$ cat src/rtl/i2c_arb_pkg.sv
// Shared types for the multi-master I2C transmitter.
// Assumes: nothing beyond IEEE 1800-2017.
package i2c_arb_pkg;

    // Engine phase; each active phase spans four quarter periods
    typedef enum logic [2:0] {
        ST_IDLE,
        ST_START,
        ST_RSTART,
        ST_STOP,
        ST_ACK,
        ST_TX,
        ST_HOLD
    } phase_e;

    // Command slot positions inside the pending vector
    localparam int CMD_START  = 0;
    localparam int CMD_RSTART = 1;
    localparam int CMD_STOP   = 2;
    localparam int CMD_ACK    = 3;
    localparam int NCMD       = 4;

endpackage

$ cat src/rtl/i2c_line_sync.sv
// Synchronizes SCL/SDA, detects Start/Stop conditions and keeps the
// start-seen / stop-seen status that defines when the bus is free.
// Assumes: SYNC >= 2; line inputs are asynchronous to clk.
module i2c_line_sync #(
    parameter int SYNC = 2
) (
    input  logic clk,
    input  logic rst_n,
    input  logic enable,
    input  logic scl_raw,
    input  logic sda_raw,
    output logic scl_s,
    output logic sda_s,
    output logic start_det,
    output logic stop_det,
    output logic s_seen,
    output logic p_seen,
    output logic bus_free
);

    logic [SYNC-1:0] scl_ff, sda_ff;
    logic            scl_prev, sda_prev;

    // Synchronizer chains, reset to the idle-high level
    always_ff @(posedge clk) begin
        if (!rst_n) begin
            scl_ff <= '1;
            sda_ff <= '1;
        end else begin
            scl_ff <= {scl_ff[SYNC-2:0], scl_raw};
            sda_ff <= {sda_ff[SYNC-2:0], sda_raw};
        end
    end

    assign scl_s = scl_ff[SYNC-1];
    assign sda_s = sda_ff[SYNC-1];

    // Previous synchronized levels for edge detection
    always_ff @(posedge clk) begin
        if (!rst_n) begin
            scl_prev <= 1'b1;
            sda_prev <= 1'b1;
        end else begin
            scl_prev <= scl_s;
            sda_prev <= sda_s;
        end
    end

    assign start_det = scl_prev && scl_s && sda_prev && !sda_s;
    assign stop_det  = scl_prev && scl_s && !sda_prev && sda_s;

    // Start/Stop status bits, cleared on reset or disable
    always_ff @(posedge clk) begin
        if (!rst_n || !enable) begin
            s_seen <= 1'b0;
            p_seen <= 1'b0;
        end else if (start_det) begin
            s_seen <= 1'b1;
            p_seen <= 1'b0;
        end else if (stop_det) begin
            s_seen <= 1'b0;
            p_seen <= 1'b1;
        end
    end

    assign bus_free = p_seen || !s_seen;

    AST_SP_EXCLUSIVE: assert property (@(posedge clk) disable iff (!rst_n)
        !(s_seen && p_seen));

    AST_DISABLE_CLEARS: assert property (@(posedge clk) disable iff (!rst_n)
        !enable |=> (!s_seen && !p_seen));

endmodule

$ cat src/rtl/i2c_quarter_tick.sv
// Produces one tick per DIV clocks while the engine is in an active
// phase; the count restarts whenever the engine leaves active phases.
// Assumes: DIV >= 4 so a quarter outlasts the synchronizer latency.
module i2c_quarter_tick #(
    parameter int DIV = 8
) (
    input  logic clk,
    input  logic rst_n,
    input  logic run,
    output logic tick
);

    localparam int CW = (DIV > 1) ? $clog2(DIV) : 1;
    localparam logic [CW-1:0] LAST = CW'(DIV - 1);

    logic [CW-1:0] cnt;

    // Quarter-period counter, held at zero while not running
    always_ff @(posedge clk) begin
        if (!rst_n || !run) begin
            cnt <= '0;
        end else if (cnt == LAST) begin
            cnt <= '0;
        end else begin
            cnt <= cnt + CW'(1);
        end
    end

    assign tick = run && (cnt == LAST);

    AST_TICK_ONLY_RUN: assert property (@(posedge clk) disable iff (!rst_n)
        tick |=> !tick);

endmodule

$ cat src/rtl/i2c_arb_master.sv
// Multi-master I2C transmit engine. Issues Start, Repeated Start, Stop
// and Acknowledge conditions and shifts bytes out MSB first. Checks SDA
// against the released level while SCL is high and, on a mismatch,
// drops the operation, releases both lines and flags a collision.
// Assumes: no clock stretching by other devices; DIV >= 4.
module i2c_arb_master
    import i2c_arb_pkg::*;
#(
    parameter int DIV  = 8,
    parameter int DW   = 8,
    parameter int SYNC = 2
) (
    input  logic          clk,
    input  logic          rst_n,
    input  logic          enable,
    input  logic          scl_i,
    input  logic          sda_i,
    output logic          scl_oe,
    output logic          sda_oe,
    input  logic          wr_valid,
    input  logic [DW-1:0] wr_data,
    output logic          buf_full,
    input  logic          cmd_start,
    input  logic          cmd_rstart,
    input  logic          cmd_stop,
    input  logic          cmd_ack,
    input  logic          ack_val,
    output logic [3:0]    cmd_pending,
    output logic          busy,
    output logic          rx_nack,
    output logic          start_seen,
    output logic          stop_seen,
    output logic          bus_collision,
    input  logic          coll_clr,
    output logic          irq,
    input  logic          irq_clr
);

    localparam int BW = $clog2(DW + 1);
    localparam logic [BW-1:0] ACK_SLOT = BW'(DW);

    phase_e          st;
    logic [1:0]      qtr;
    logic [BW-1:0]   bitcnt;
    logic [DW-1:0]   shreg, txbuf;
    logic [NCMD-1:0] pend, pend_set;
    logic            buf_full_q, ack_latch, ack_bit, hold_sda;
    logic            coll_q, irq_q, nack_q;
    logic            scl_s, sda_s, start_det, stop_det, s_seen, p_seen, bus_free;
    logic            run, tick, scl_rel, sda_rel, chk, collide, last_bit, op_done;

    i2c_line_sync #(.SYNC(SYNC)) u_sync (
        .clk      (clk),
        .rst_n    (rst_n),
        .enable   (enable),
        .scl_raw  (scl_i),
        .sda_raw  (sda_i),
        .scl_s    (scl_s),
        .sda_s    (sda_s),
        .start_det(start_det),
        .stop_det (stop_det),
        .s_seen   (s_seen),
        .p_seen   (p_seen),
        .bus_free (bus_free)
    );

    assign run = (st != ST_IDLE) && (st != ST_HOLD);

    i2c_quarter_tick #(.DIV(DIV)) u_tick (
        .clk  (clk),
        .rst_n(rst_n),
        .run  (run),
        .tick (tick)
    );

    assign last_bit = (bitcnt == ACK_SLOT);

    // Line levels and arbitration check point for each phase and quarter
    always_comb begin
        scl_rel = 1'b1;
        sda_rel = 1'b1;
        chk     = 1'b0;
        case (st)
            ST_IDLE: begin
                scl_rel = 1'b1;
                sda_rel = 1'b1;
            end
            ST_HOLD: begin
                scl_rel = 1'b0;
                sda_rel = hold_sda;
            end
            ST_START: begin
                scl_rel = (qtr != 2'd3);
                sda_rel = (qtr == 2'd0);
                chk     = (qtr == 2'd0);
            end
            ST_RSTART: begin
                scl_rel = (qtr == 2'd1) || (qtr == 2'd2);
                sda_rel = (qtr <= 2'd1);
                chk     = (qtr == 2'd1);
            end
            ST_STOP: begin
                scl_rel = (qtr != 2'd0);
                sda_rel = (qtr >= 2'd2);
                chk     = (qtr == 2'd3);
            end
            ST_ACK: begin
                scl_rel = (qtr == 2'd1) || (qtr == 2'd2);
                sda_rel = ack_bit;
                chk     = (qtr == 2'd2);
            end
            ST_TX: begin
                scl_rel = (qtr == 2'd1) || (qtr == 2'd2);
                sda_rel = last_bit ? 1'b1 : shreg[DW-1];
                chk     = (qtr == 2'd2) && !last_bit;
            end
            default: begin
                scl_rel = 1'b1;
                sda_rel = 1'b1;
            end
        endcase
    end

    assign collide  = tick && chk && sda_rel && scl_s && !sda_s;
    assign op_done  = tick && !collide && (qtr == 2'd3) && (st != ST_TX || last_bit);
    assign pend_set = enable ? {cmd_ack, cmd_stop, cmd_rstart, cmd_start} : '0;

    // Phase sequencer, pending commands and transmit buffer
    always_ff @(posedge clk) begin
        if (!rst_n) begin
            st         <= ST_IDLE;
            qtr        <= 2'd0;
            bitcnt     <= '0;
            shreg      <= '0;
            txbuf      <= '0;
            pend       <= '0;
            buf_full_q <= 1'b0;
            ack_latch  <= 1'b0;
            ack_bit    <= 1'b1;
            hold_sda   <= 1'b1;
            nack_q     <= 1'b0;
        end else if (!enable) begin
            st         <= ST_IDLE;
            qtr        <= 2'd0;
            pend       <= '0;
            buf_full_q <= 1'b0;
        end else begin
            pend <= pend | pend_set;
            if (cmd_ack) begin
                ack_latch <= ack_val;
            end
            if (wr_valid && !buf_full_q) begin
                txbuf      <= wr_data;
                buf_full_q <= 1'b1;
            end
            case (st)
                ST_IDLE: begin
                    if (pend[CMD_START] && bus_free) begin
                        st  <= ST_START;
                        qtr <= 2'd0;
                    end
                end
                ST_HOLD: begin
                    qtr <= 2'd0;
                    if (pend[CMD_RSTART]) begin
                        st <= ST_RSTART;
                    end else if (pend[CMD_STOP]) begin
                        st <= ST_STOP;
                    end else if (pend[CMD_ACK]) begin
                        st      <= ST_ACK;
                        ack_bit <= ack_latch;
                    end else if (buf_full_q) begin
                        st     <= ST_TX;
                        shreg  <= txbuf;
                        bitcnt <= '0;
                    end
                end
                default: begin
                    if (collide) begin
                        st         <= ST_IDLE;
                        qtr        <= 2'd0;
                        pend       <= '0;
                        buf_full_q <= 1'b0;
                    end else if (tick) begin
                        if (st == ST_TX && last_bit && qtr == 2'd2) begin
                            nack_q <= sda_s;
                        end
                        if (qtr != 2'd3) begin
                            qtr <= qtr + 2'd1;
                        end else begin
                            qtr <= 2'd0;
                            case (st)
                                ST_START: begin
                                    pend[CMD_START] <= 1'b0;
                                    st              <= ST_HOLD;
                                    hold_sda        <= 1'b0;
                                end
                                ST_RSTART: begin
                                    pend[CMD_RSTART] <= 1'b0;
                                    st               <= ST_HOLD;
                                    hold_sda         <= 1'b0;
                                end
                                ST_STOP: begin
                                    pend[CMD_STOP] <= 1'b0;
                                    st             <= ST_IDLE;
                                end
                                ST_ACK: begin
                                    pend[CMD_ACK] <= 1'b0;
                                    st            <= ST_HOLD;
                                    hold_sda      <= ack_bit;
                                end
                                default: begin
                                    if (last_bit) begin
                                        buf_full_q <= 1'b0;
                                        st         <= ST_HOLD;
                                        hold_sda   <= 1'b1;
                                    end else begin
                                        bitcnt <= bitcnt + BW'(1);
                                        shreg  <= {shreg[DW-2:0], 1'b0};
                                    end
                                end
                            endcase
                        end
                    end
                end
            endcase
        end
    end

    // Sticky collision and event flags
    always_ff @(posedge clk) begin
        if (!rst_n) begin
            coll_q <= 1'b0;
            irq_q  <= 1'b0;
        end else begin
            if (coll_clr) begin
                coll_q <= 1'b0;
            end
            if (collide && enable) begin
                coll_q <= 1'b1;
            end
            if (irq_clr) begin
                irq_q <= 1'b0;
            end
            if (enable && (stop_det || op_done)) begin
                irq_q <= 1'b1;
            end
        end
    end

    assign scl_oe        = !scl_rel;
    assign sda_oe        = !sda_rel;
    assign buf_full      = buf_full_q;
    assign cmd_pending   = pend;
    assign busy          = (st != ST_IDLE);
    assign rx_nack       = nack_q;
    assign start_seen    = s_seen;
    assign stop_seen     = p_seen;
    assign bus_collision = coll_q;
    assign irq           = irq_q;

    AST_START_WHEN_FREE: assert property (@(posedge clk) disable iff (!rst_n)
        (st == ST_START && $past(st) == ST_IDLE) |-> $past(bus_free));

    AST_TX_SDA_STABLE: assert property (@(posedge clk) disable iff (!rst_n)
        (st == ST_TX && $past(st) == ST_TX && scl_rel && $past(scl_rel)) |-> $stable(sda_rel));

    AST_FULL_KEEPS_BUF: assert property (@(posedge clk) disable iff (!rst_n)
        (buf_full_q && wr_valid) |=> $stable(txbuf));

    AST_COLL_RELEASES: assert property (@(posedge clk) disable iff (!rst_n)
        $rose(coll_q) |-> (scl_rel && sda_rel && !buf_full_q && st == ST_IDLE));

    AST_COLL_CLEARS_PEND: assert property (@(posedge clk) disable iff (!rst_n)
        $rose(coll_q) |-> (pend == '0));

    AST_TX_FROM_MSB: assert property (@(posedge clk) disable iff (!rst_n)
        (st == ST_TX && $past(st) == ST_HOLD) |-> (bitcnt == '0));

    AST_STOP_RAISES_IRQ: assert property (@(posedge clk) disable iff (!rst_n)
        (stop_det && enable) |=> irq_q);

    AST_COLL_STICKY: assert property (@(posedge clk) disable iff (!rst_n)
        (coll_q && !coll_clr) |=> coll_q);

endmodule

$ cat config.mk
export PLATFORM = sky130hd
export DESIGN_NAME = i2c_arb_master
export DESIGN_NICKNAME = d
export VERILOG_FILES = /design/src/rtl/i2c_arb_pkg.sv /design/src/rtl/i2c_line_sync.sv /design/src/rtl/i2c_quarter_tick.sv /design/src/rtl/i2c_arb_master.sv
export SDC_FILE = /design/constraint.sdc
export NUM_CORES = 1
export LEC_CHECK = 0
export ABC_CLOCK_PERIOD_IN_PS = 6680
export BUFFER_PORTS_ARGS = -buffer_cell sky130_fd_sc_hd__buf_2
export CELL_PAD_IN_SITES_DETAIL_PLACEMENT = 1
export CELL_PAD_IN_SITES_GLOBAL_PLACEMENT = 2
export CORE_MARGIN = 2
export CORE_UTILIZATION = 39
export CTS_BUF_LIST = sky130_fd_sc_hd__clkbuf_8
export DETAILED_ROUTE_END_ITERATION = 10
export GPL_TIMING_DRIVEN = 0
export PLACE_DENSITY_LB_ADDON = 0.3
export SYNTH_ARGS = -nofsm -noshare
export SYNTH_HDL_FRONTEND = slang
export SYNTH_SLANG_ARGS = --single-unit
$ cat constraint.sdc
create_clock -name clk -period 6.68 [get_ports clk]
set_input_delay 1.336 -clock clk [delete_from_list [all_inputs] [get_ports clk]]
set_output_delay 1.336 -clock clk [all_outputs]
set_load 0.1 [all_outputs]
==> metrics, run 1 <==
outcome=completed; Finished Layout Cells=422; Synth area leader=dfxtp_1; sequential-to-total area share from yosys stat=0.361; Wirelength per Cell=19.0 um; Layout area overhead=15.1%; worst skew pair latency=0.32 ns; max cap viols=0; WP data arrival=2.52 ns; Unique masters post-synth=59; largest net degree at the start of global routing=15; EDFF count, synth=0; clock-pin transition on the worst setup and hold timing paths=0.10 ns; maximum vdd drop=0.000133 V; CP max FO=10; Pwr Total=1.11 mW; number of vias in the routed layout=2420; I/O Buffers=33; clock buffer depth=2; Resized Gates After CTS=0; cts hold-fix bufs=0; Hold Crit Depth=1; core area=6420 um2; number of global-route vias before repair=2449; leakage=1.28 nW; family with the most delay on the worst path=buffers and inverters; GRT Util Overall=0.225; # setup viols final=0; top-area cell type share of the netlist area=0.361; Layout Utilization=0.467; Max-slew headroom=0.252; clk sinks=47; Rows=29; Max Slew Vio Count=0; fin area=3000 um2; worst reg-to-reg setup slack=3.82 ns; num ports=34; global-route wire length before repair=12.7 mm; Placed Area=2870 um2; RSZ-0062 raised after global routing=false; die area=7350 um2; Post-Synthesis Cell Area=2610 um2; setup TNS=0 ns; Synth Net Count=334; fmax=259 MHz; PwrDens=369 nW/um2; RR Endpoint=irq; Synth area leaders=dfxtp_1 36%, mux2i_1 6.5%, nand2_1 4.5%, ha_1 4.3%, nor2b_1 3.8%; FF-to-FF Start=st[1]; worst slack at placement=3.20 ns; CP Capture Type=primary output; Final WS setup=2.82 ns; CP peak stage delay=0.46 ns; CP bufs+invs=2; CTS buffer count=5; worst slew pin tran=1.11 ns; Die Span Y=85.7 um; YS warnings=0; final hold slack=0.416 ns; ys flop type=dfxtp_1; Root Driver=clkbuf_8; Final Hold Vio Count=0; R2R depth=8; Post-CTS Setup Repair Bufs=0; H-tree lvl count=2; Initial DRC Count=173; Worst Hold End=u_sync.scl_ff[1]; antenna violations before repair=0; Min-Delay Path Class=register to register; antenna-violating nets left=0; Placer Congestion=0.898; diodes inserted=0; WL final=8.01 mm; fillers=789; final net count=374; Hold Path Origin=u_sync.scl_ff[0]; Initial Util=0.406; most common cell after layout, fill and taps aside=dfxtp_1; Slowest cell on crit path=dfxtp_1; Avg Inst Size Synth=8.57 um2; # DRC=0; layout cells sized above 1=0.162; DP HPWL=5.84 mm; total congestion overflow=0; post-synthesis cell count=304; CP Class=register to primary output; CTS tree=built; Worst EP required=5.34 ns; dpl cells=414; Die Width=85.7 um; asr flop ratio synth=0; Synth Register Bits=47; critical path cell sequence=ha_1, clkbuf_1, mux2i_1, mux2_2, a21oi_1, buf_2; Layout Skew=0.0175 ns; via/cell ratio=5.73; min cycle time layout=3.86 ns; Pre-antenna DRT Iters=6; final period utilization=0.577; most frequent cells in the layout=47 x dfxtp_1, 35 x buf_2, 31 x nand2_1; critical path startpoint category=register
cell usage after synthesis (all sizes together) (3+ instances only):
cell	n
a211oi	4
nor3	10
a21oi	15
or3	5
mux2i	17
nor4	5
nor2	22
a22o	4
or4	3
buf	6
ha	9
o21ai	13
and3	5
inv	13
dfxtp	47
a221o	6
nor2b	16
nand2b	9
clkbuf	12
nand3	6
o22ai	5
a22oi	3
o32ai	3
nand3b	4
nand2	31
sequential cells by signal (all words and copies together) (netlist names):
register,count
u_sync.scl_ff,2
shreg,8
u_sync.sda_ff,2
qtr,2
ack_bit,1
st,3
hold_sda,1
bitcnt,4
rx_nack,1
u_sync.s_seen,1
ack_latch,1
u_sync.sda_prev,1
cmd_pending,4
buf_full,1
irq,1
u_sync.p_seen,1
u_sync.scl_prev,1
u_tick.cnt,3
bus_collision,1
txbuf,8
how the worst max path moves through the flow:
| stage | startpoint | to | slack (ns) | cells after the start |
|---|---|---|---|---|
| final | qtr[1] | scl_oe | 2.82 | 6 |
| after global routing | qtr[1] | scl_oe | 2.69 | 6 |
| after CTS | qtr[1] | scl_oe | 2.85 | 6 |
| after detailed placement | qtr[1] | scl_oe | 3.20 | 6 |
| after global placement | qtr[1] | scl_oe | 3.26 | 6 |
| after floorplan | qtr[1] | scl_oe | 2.66 | 5 |
cells by family after synthesis:
kind of cell	Yosys count	share of synthesized area
DFF	47	0.361
and+or+nand+nor	124	0.262
muxes	19	0.0739
adders and majority gates	9	0.0432
buffers and inverters	32	0.0571
AOI/OAI and AO/OA	73	0.203
cell type report:
type                    instances  area (um2)  area share
multi-input cells             225        1520       0.505
flip-flops and latches         47         941       0.314
repair buffers                 33         165      0.0550
plain buffers                  18        96.3      0.0321
well taps                      77        96.3      0.0321
clock buffers                   5        68.8      0.0229
clock inverters                 3        63.8      0.0213
inverters                      14        52.6      0.0175
report_power, final:
part	switching, mW	internal (mW)
Sequential	0.0158	0.298
Combinational	0.394	0.145
Clock	0.108	0.148
Total	0.517	0.591
layer usage:
layer	share of wire	wire length, um	vias to the layer above	global-route usage
li1	-	-	1180	-
met4	0.012	93	0	0.0519
met5	0	0	-	0
met3	0.032	253	10	0.0452
met1	0.47	3780	1180	0.296
met2	0.49	3890	50	0.382
No activity file was read; power rests on OpenSTA's default activity.
==> run 2, diff against run 1 <==
--- a/config.mk
+++ b/config.mk
@@ -5,12 +5,12 @@
 export SDC_FILE = /design/constraint.sdc
 export NUM_CORES = 1
 export LEC_CHECK = 0
-export ABC_CLOCK_PERIOD_IN_PS = 6680
+export ABC_CLOCK_PERIOD_IN_PS = 3860
 export BUFFER_PORTS_ARGS = -buffer_cell sky130_fd_sc_hd__buf_2
 export CELL_PAD_IN_SITES_DETAIL_PLACEMENT = 1
 export CELL_PAD_IN_SITES_GLOBAL_PLACEMENT = 2
 export CORE_MARGIN = 2
-export CORE_UTILIZATION = 39
+export CORE_UTILIZATION = 36
 export CTS_BUF_LIST = sky130_fd_sc_hd__clkbuf_8
 export DETAILED_ROUTE_END_ITERATION = 10
 export GPL_TIMING_DRIVEN = 0
==> constraint.sdc (replaced) <==
create_clock -name clk -period 3.86 [get_ports clk]
set_input_delay 0.772 -clock clk [delete_from_list [all_inputs] [get_ports clk]]
set_output_delay 0.772 -clock clk [all_outputs]
set_load 0.1 [all_outputs]
==> run 2 against run 1 <==
Effect of this change:
- sequential power rose by 73%
- utilization fell by 4.9 points
- wire length fell by 4.4%
- power rose by 60%
- critical path type unchanged
- non-clock buffer count did not move
- highest routed layer unchanged
- cell count rose by 5.0%
- count of clock-buffer cells in the layout rose by 1
- clock power rose by 20%
==> metrics, run 2 (synthesis results as in run 1) <==
CTS tree=built; min cycle time layout=3.23 ns; clk sinks=47; clock-pin transition on the worst setup and hold timing paths=0.09 ns; DP HPWL=5.79 mm; via/cell ratio=5.41; Layout Utilization=0.418; Max Slew Vio Count=0; Finished Layout Cells=443; outcome=completed; Regs by FF count=shreg: 8 flops, txbuf: 8 flops; # setup viols final=0; FF-to-FF Start=st[1]; Final WS setup=0.630 ns; Initial DRC Count=134; RSZ-0062 raised after global routing=false; Placed Area=2900 um2; antenna-violating nets left=0; Die Span Y=89.1 um; setup TNS=0 ns; worst slack at placement=1.01 ns; layout cells sized above 1=0.163; Min-Delay Path Class=register to register; Hold Path Origin=u_sync.sda_ff[0]; Root Driver=clkbuf_8; CP Class=register to primary output; number of vias in the routed layout=2396; Wirelength per Cell=17.3 um; clock buffer depth=2; Layout Skew=0.00813 ns; Max-slew headroom=0.283; WP data arrival=2.46 ns; GRT Util Overall=0.209; most frequent cells in the layout=47 x dfxtp_1, 35 x buf_2, 31 x nand2_1; maximum vdd drop=0.000171 V; number of global-route vias before repair=2449; Initial Util=0.365; Placer Congestion=0.920; Die Width=89.1 um; Final Hold Vio Count=0; fillers=915; WL final=7.66 mm; core area=7140 um2; dpl cells=436; Slowest cell on crit path=dfxtp_1; PwrDens=594 nW/um2; Resized Gates After CTS=0; critical path cell sequence=ha_1, clkbuf_1, mux2i_1, mux2_2, a21oi_1, buf_2; Worst EP required=3.09 ns; largest net degree at the start of global routing=14; H-tree lvl count=2; worst skew pair latency=0.30 ns; CTS buffer count=5; CP Capture Type=primary output; most common cell after layout, fill and taps aside=dfxtp_1; worst slew pin tran=1.06 ns; max cap viols=0; cts hold-fix bufs=0; final net count=374; total congestion overflow=0; final period utilization=0.837; Rows=31; global-route wire length before repair=12.5 mm; # DRC=0; num ports=34; Pre-antenna DRT Iters=4; I/O Buffers=33; CP peak stage delay=0.44 ns; fin area=2980 um2; critical path startpoint category=register; die area=7940 um2; CP max FO=10; antenna violations before repair=0; Layout area overhead=14.5%; leakage=1.26 nW; Post-CTS Setup Repair Bufs=0; Critical Path Start=qtr[1]; diodes inserted=0; fmax=310 MHz
run 2: layout make-up:
| class | count | area (um2) | share of cell area |
|---|---|---|---|
| Buffer | 18 | 96.3 | 0.0323 |
| Tap cell | 99 | 124 | 0.0415 |
| Multi-Input combinational cell | 225 | 1520 | 0.508 |
| Timing Repair Buffer | 33 | 165 | 0.0554 |
| Inverter | 14 | 52.6 | 0.0176 |
| Clock buffer | 6 | 82.6 | 0.0277 |
| Clock inverter | 1 | 5.00 | 0.00168 |
| Sequential cell | 47 | 941 | 0.315 |
run 2: worst max-delay path: cells and delay by family (launching register included):
family | cells | cell delay, ns
buffers and inverters | 2 | 0.87
DFF | 1 | 0.44
muxes | 2 | 0.42
adders and majority gates | 1 | 0.28
AOI/OAI and AO/OA | 1 | 0.14
run 2: routing by layer:
layer  wire [um]  vias to the layer above  GRT usage  part of all wire
met3         131                        7     0.0277             0.017
met2        3800                       25      0.360              0.50
met4          76                        0     0.0570            0.0099
met5           0                        -          0                 0
met1        3650                     1177      0.273              0.48
li1            -                     1187          -                 -
run 2: path summary, 6_finish.rpt:
check             slack [ns]  cells past startpoint               end
hold / removal          0.41                      1  u_sync.sda_ff[1]
hold reg to reg         0.41                      1  u_sync.sda_ff[1]
setup reg to reg        1.16                      8               irq
setup / recovery        0.63                      6            scl_oe
run 2: power by group:
part	internal [mW]	switching, mW	total (mW)
sequential	0.515	0.0266	0.542
combinational	0.251	0.670	0.922
clock	0.141	0.166	0.307
total	0.907	0.863	1.77
run 2: metrics by stage:
| step | power [mW] | hold slack, ns |
|---|---|---|
| 6_report | 1.77 | 0.415 |
| 5_1_grt | 1.87 | 0.443 |
| 4_1_cts | 1.77 | 0.421 |
| 3_5_place_dp | 1.47 | 0.401 |
| 3_3_place_gp | 1.46 | 0.391 |
| 2_1_floorplan | 1.28 | 0.386 |
==> run 3, diff against run 2 <==
--- a/config.mk
+++ b/config.mk
@@ -5,12 +5,13 @@
 export SDC_FILE = /design/constraint.sdc
 export NUM_CORES = 1
 export LEC_CHECK = 0
-export ABC_CLOCK_PERIOD_IN_PS = 3860
+export ABC_AREA = 1
+export ABC_CLOCK_PERIOD_IN_PS = 3200
 export BUFFER_PORTS_ARGS = -buffer_cell sky130_fd_sc_hd__buf_2
 export CELL_PAD_IN_SITES_DETAIL_PLACEMENT = 1
 export CELL_PAD_IN_SITES_GLOBAL_PLACEMENT = 2
 export CORE_MARGIN = 2
-export CORE_UTILIZATION = 36
+export CORE_UTILIZATION = 33
 export CTS_BUF_LIST = sky130_fd_sc_hd__clkbuf_8
 export DETAILED_ROUTE_END_ITERATION = 10
 export GPL_TIMING_DRIVEN = 0
==> constraint.sdc (replaced) <==
create_clock -name clk -period 3.2 [get_ports clk]
set_input_delay 0.64 -clock clk [delete_from_list [all_inputs] [get_ports clk]]
set_output_delay 0.64 -clock clk [all_outputs]
set_load 0.1 [all_outputs]
==> run 3 against run 2 <==
Effect of this change:
- count of clock-buffer cells in the layout stayed put
- flip-flop and latch count stayed put
- hold slack gained 0.0069 ns
- global-route usage down 2.4 points
- non-clock buffer count fell by 13
- sequential share of layout area up 2.0 points
- largest power group is now registers
==> metrics, run 3 <==
CTS buffer count=5; number of vias in the routed layout=2305; sequential-to-total area share from yosys stat=0.389; via/cell ratio=4.68; CTS tree=built; RSZ-0062 raised after global routing=false; most numerous cell on the critical path=nor2_1; fillers=957; most frequent cells in the layout=77 x nand2_1, 66 x nor2_1, 47 x dfxtp_1; Rows=31; layout cells sized above 1=0.170; asr flop ratio synth=0; worst slew pin tran=0.795 ns; Synth Register Bits=47; Synth area leader=dfxtp_1; Synth top cells by count=77 x nand2_1, 66 x nor2_1, 47 x dfxtp_1; post-synthesis cell count=353; # DRC=0; GRT Util Overall=0.185; leakage=1.37 nW; Final Hold Vio Count=0; Max-slew headroom=0.466; Avg Inst Size Synth=6.86 um2; EDFF count, synth=0; Die Width=89.7 um; diodes inserted=0; num ports=34; DP HPWL=5.31 mm; H-tree lvl count=2; Initial Util=0.337; critical path cell sequence=buf_4, inv_2, nor2_2, nor2_1, nor2_1, nand2_1, inv_1, buf_2; CP max FO=8; PwrDens=574 nW/um2; clock-pin transition on the worst setup and hold timing paths=0.09 ns; clk sinks=47; CP peak stage delay=0.41 ns; largest net degree at the start of global routing=16; min cycle time layout=2.70 ns; top-area cell type share of the netlist area=0.389; CP Class=register to primary output; # setup viols final=0; worst skew pair latency=0.30 ns; max cap viols=0; setup TNS=0 ns; YS warnings=0; CP Capture Type=primary output; Post-CTS Setup Repair Bufs=0; WL final=6.76 mm; Post-Synthesis Cell Area=2420 um2; I/O Buffers=32; maximum vdd drop=0.000230 V; Seq. cell area=941 um2; Initial DRC Count=95; fmax=370 MHz; Resized Gates After CTS=0; number of global-route vias before repair=2250; Unique masters post-synth=36; family with the most delay on the worst path=buffers and inverters; top-count cell post-synth=nand2_1; die area=8040 um2; most common cell after layout, fill and taps aside=nand2_1; Worst EP required=2.56 ns; Regs by FF count=shreg: 8 flops, txbuf: 8 flops; Pre-antenna DRT Iters=4; Die Span Y=89.7 um; critical path startpoint category=register; Synth area leaders=dfxtp_1 39%, nand2_1 12%, nor2_1 10%, inv_1 6.7%, o21ai_0 5.0%; cts hold-fix bufs=0; Placed Area=2710 um2; Layout Skew=0.0102 ns; Root Driver=clkbuf_8; Placer Congestion=0.805; Wirelength per Cell=13.7 um; global-route wire length before repair=11.3 mm; antenna violations before repair=0; Synth Net Count=383; WP data arrival=2.06 ns; multi-input logic area=1260 um2; final period utilization=0.845; fin area=2800 um2; Min-Delay Path Class=register to register; ys flop type=dfxtp_1; core area=7180 um2; Pwr Total=1.61 mW; final net count=422; outcome=completed; Slowest cell on crit path=buf_2; total congestion overflow=0; clock buffer depth=2; CP bufs+invs=4; Layout area overhead=15.7%; final hold slack=0.422 ns; antenna-violating nets left=0; Max Slew Vio Count=0
==> run 3: through the flow <==
stage / setup slack, ns / util / std cells
global placement: 0.701 / 0.377 / 484
finish: 0.495 / 0.390 / 492
global route: 0.345 / 0.390 / 492
detailed placement: 0.728 / 0.377 / 484
floorplan: 0.300 / - / 353
CTS: 0.473 / 0.390 / 492
==> run 3: worst paths after layout <==
kind                     from          endpoint  slack, ns  cells past startpoint
max reg2reg             st[1]         bitcnt[3]       0.91                     13
min          u_sync.scl_ff[0]  u_sync.scl_ff[1]       0.42                      1
min reg2reg  u_sync.scl_ff[0]  u_sync.scl_ff[1]       0.42                      1
max                     st[2]            sda_oe       0.50                      8
==> run 3: cell type report <==
cell class | instances | area share
sequential | 47 | 0.336
tap | 99 | 0.0442
multi-input combinational | 251 | 0.450
inverter | 49 | 0.0657
timing repair buffer | 32 | 0.0572
buffer | 6 | 0.0125
clock buffer | 6 | 0.0295
clock inverter | 2 | 0.00491
==> run 3: where the power goes <==
group / switching, mW / internal (mW) / total (mW) / leakage, nW
Sequential: 0.0267 / 0.613 / 0.639 / 0.383
Combinational: 0.445 / 0.132 / 0.577 / 0.936
Clock: 0.214 / 0.177 / 0.391 / 0.0516
==> run 3: cell families after synthesis <==
family	share of synthesized area
compound gates	0.111
simple gates	0.363
fa+ha+maj	0.0465
buf+inv	0.0904
flops	0.389
==> run 3: layer usage <==
| layer | track usage | wire, um | vias to the layer above |
|---|---|---|---|
| met5 | 0 | 0 | - |
| met4 | 0.0488 | 71 | 0 |
| met3 | 0.0229 | 168 | 5 |
| met2 | 0.277 | 2900 | 27 |
| met1 | 0.279 | 3620 | 1072 |
| li1 | - | - | 1201 |
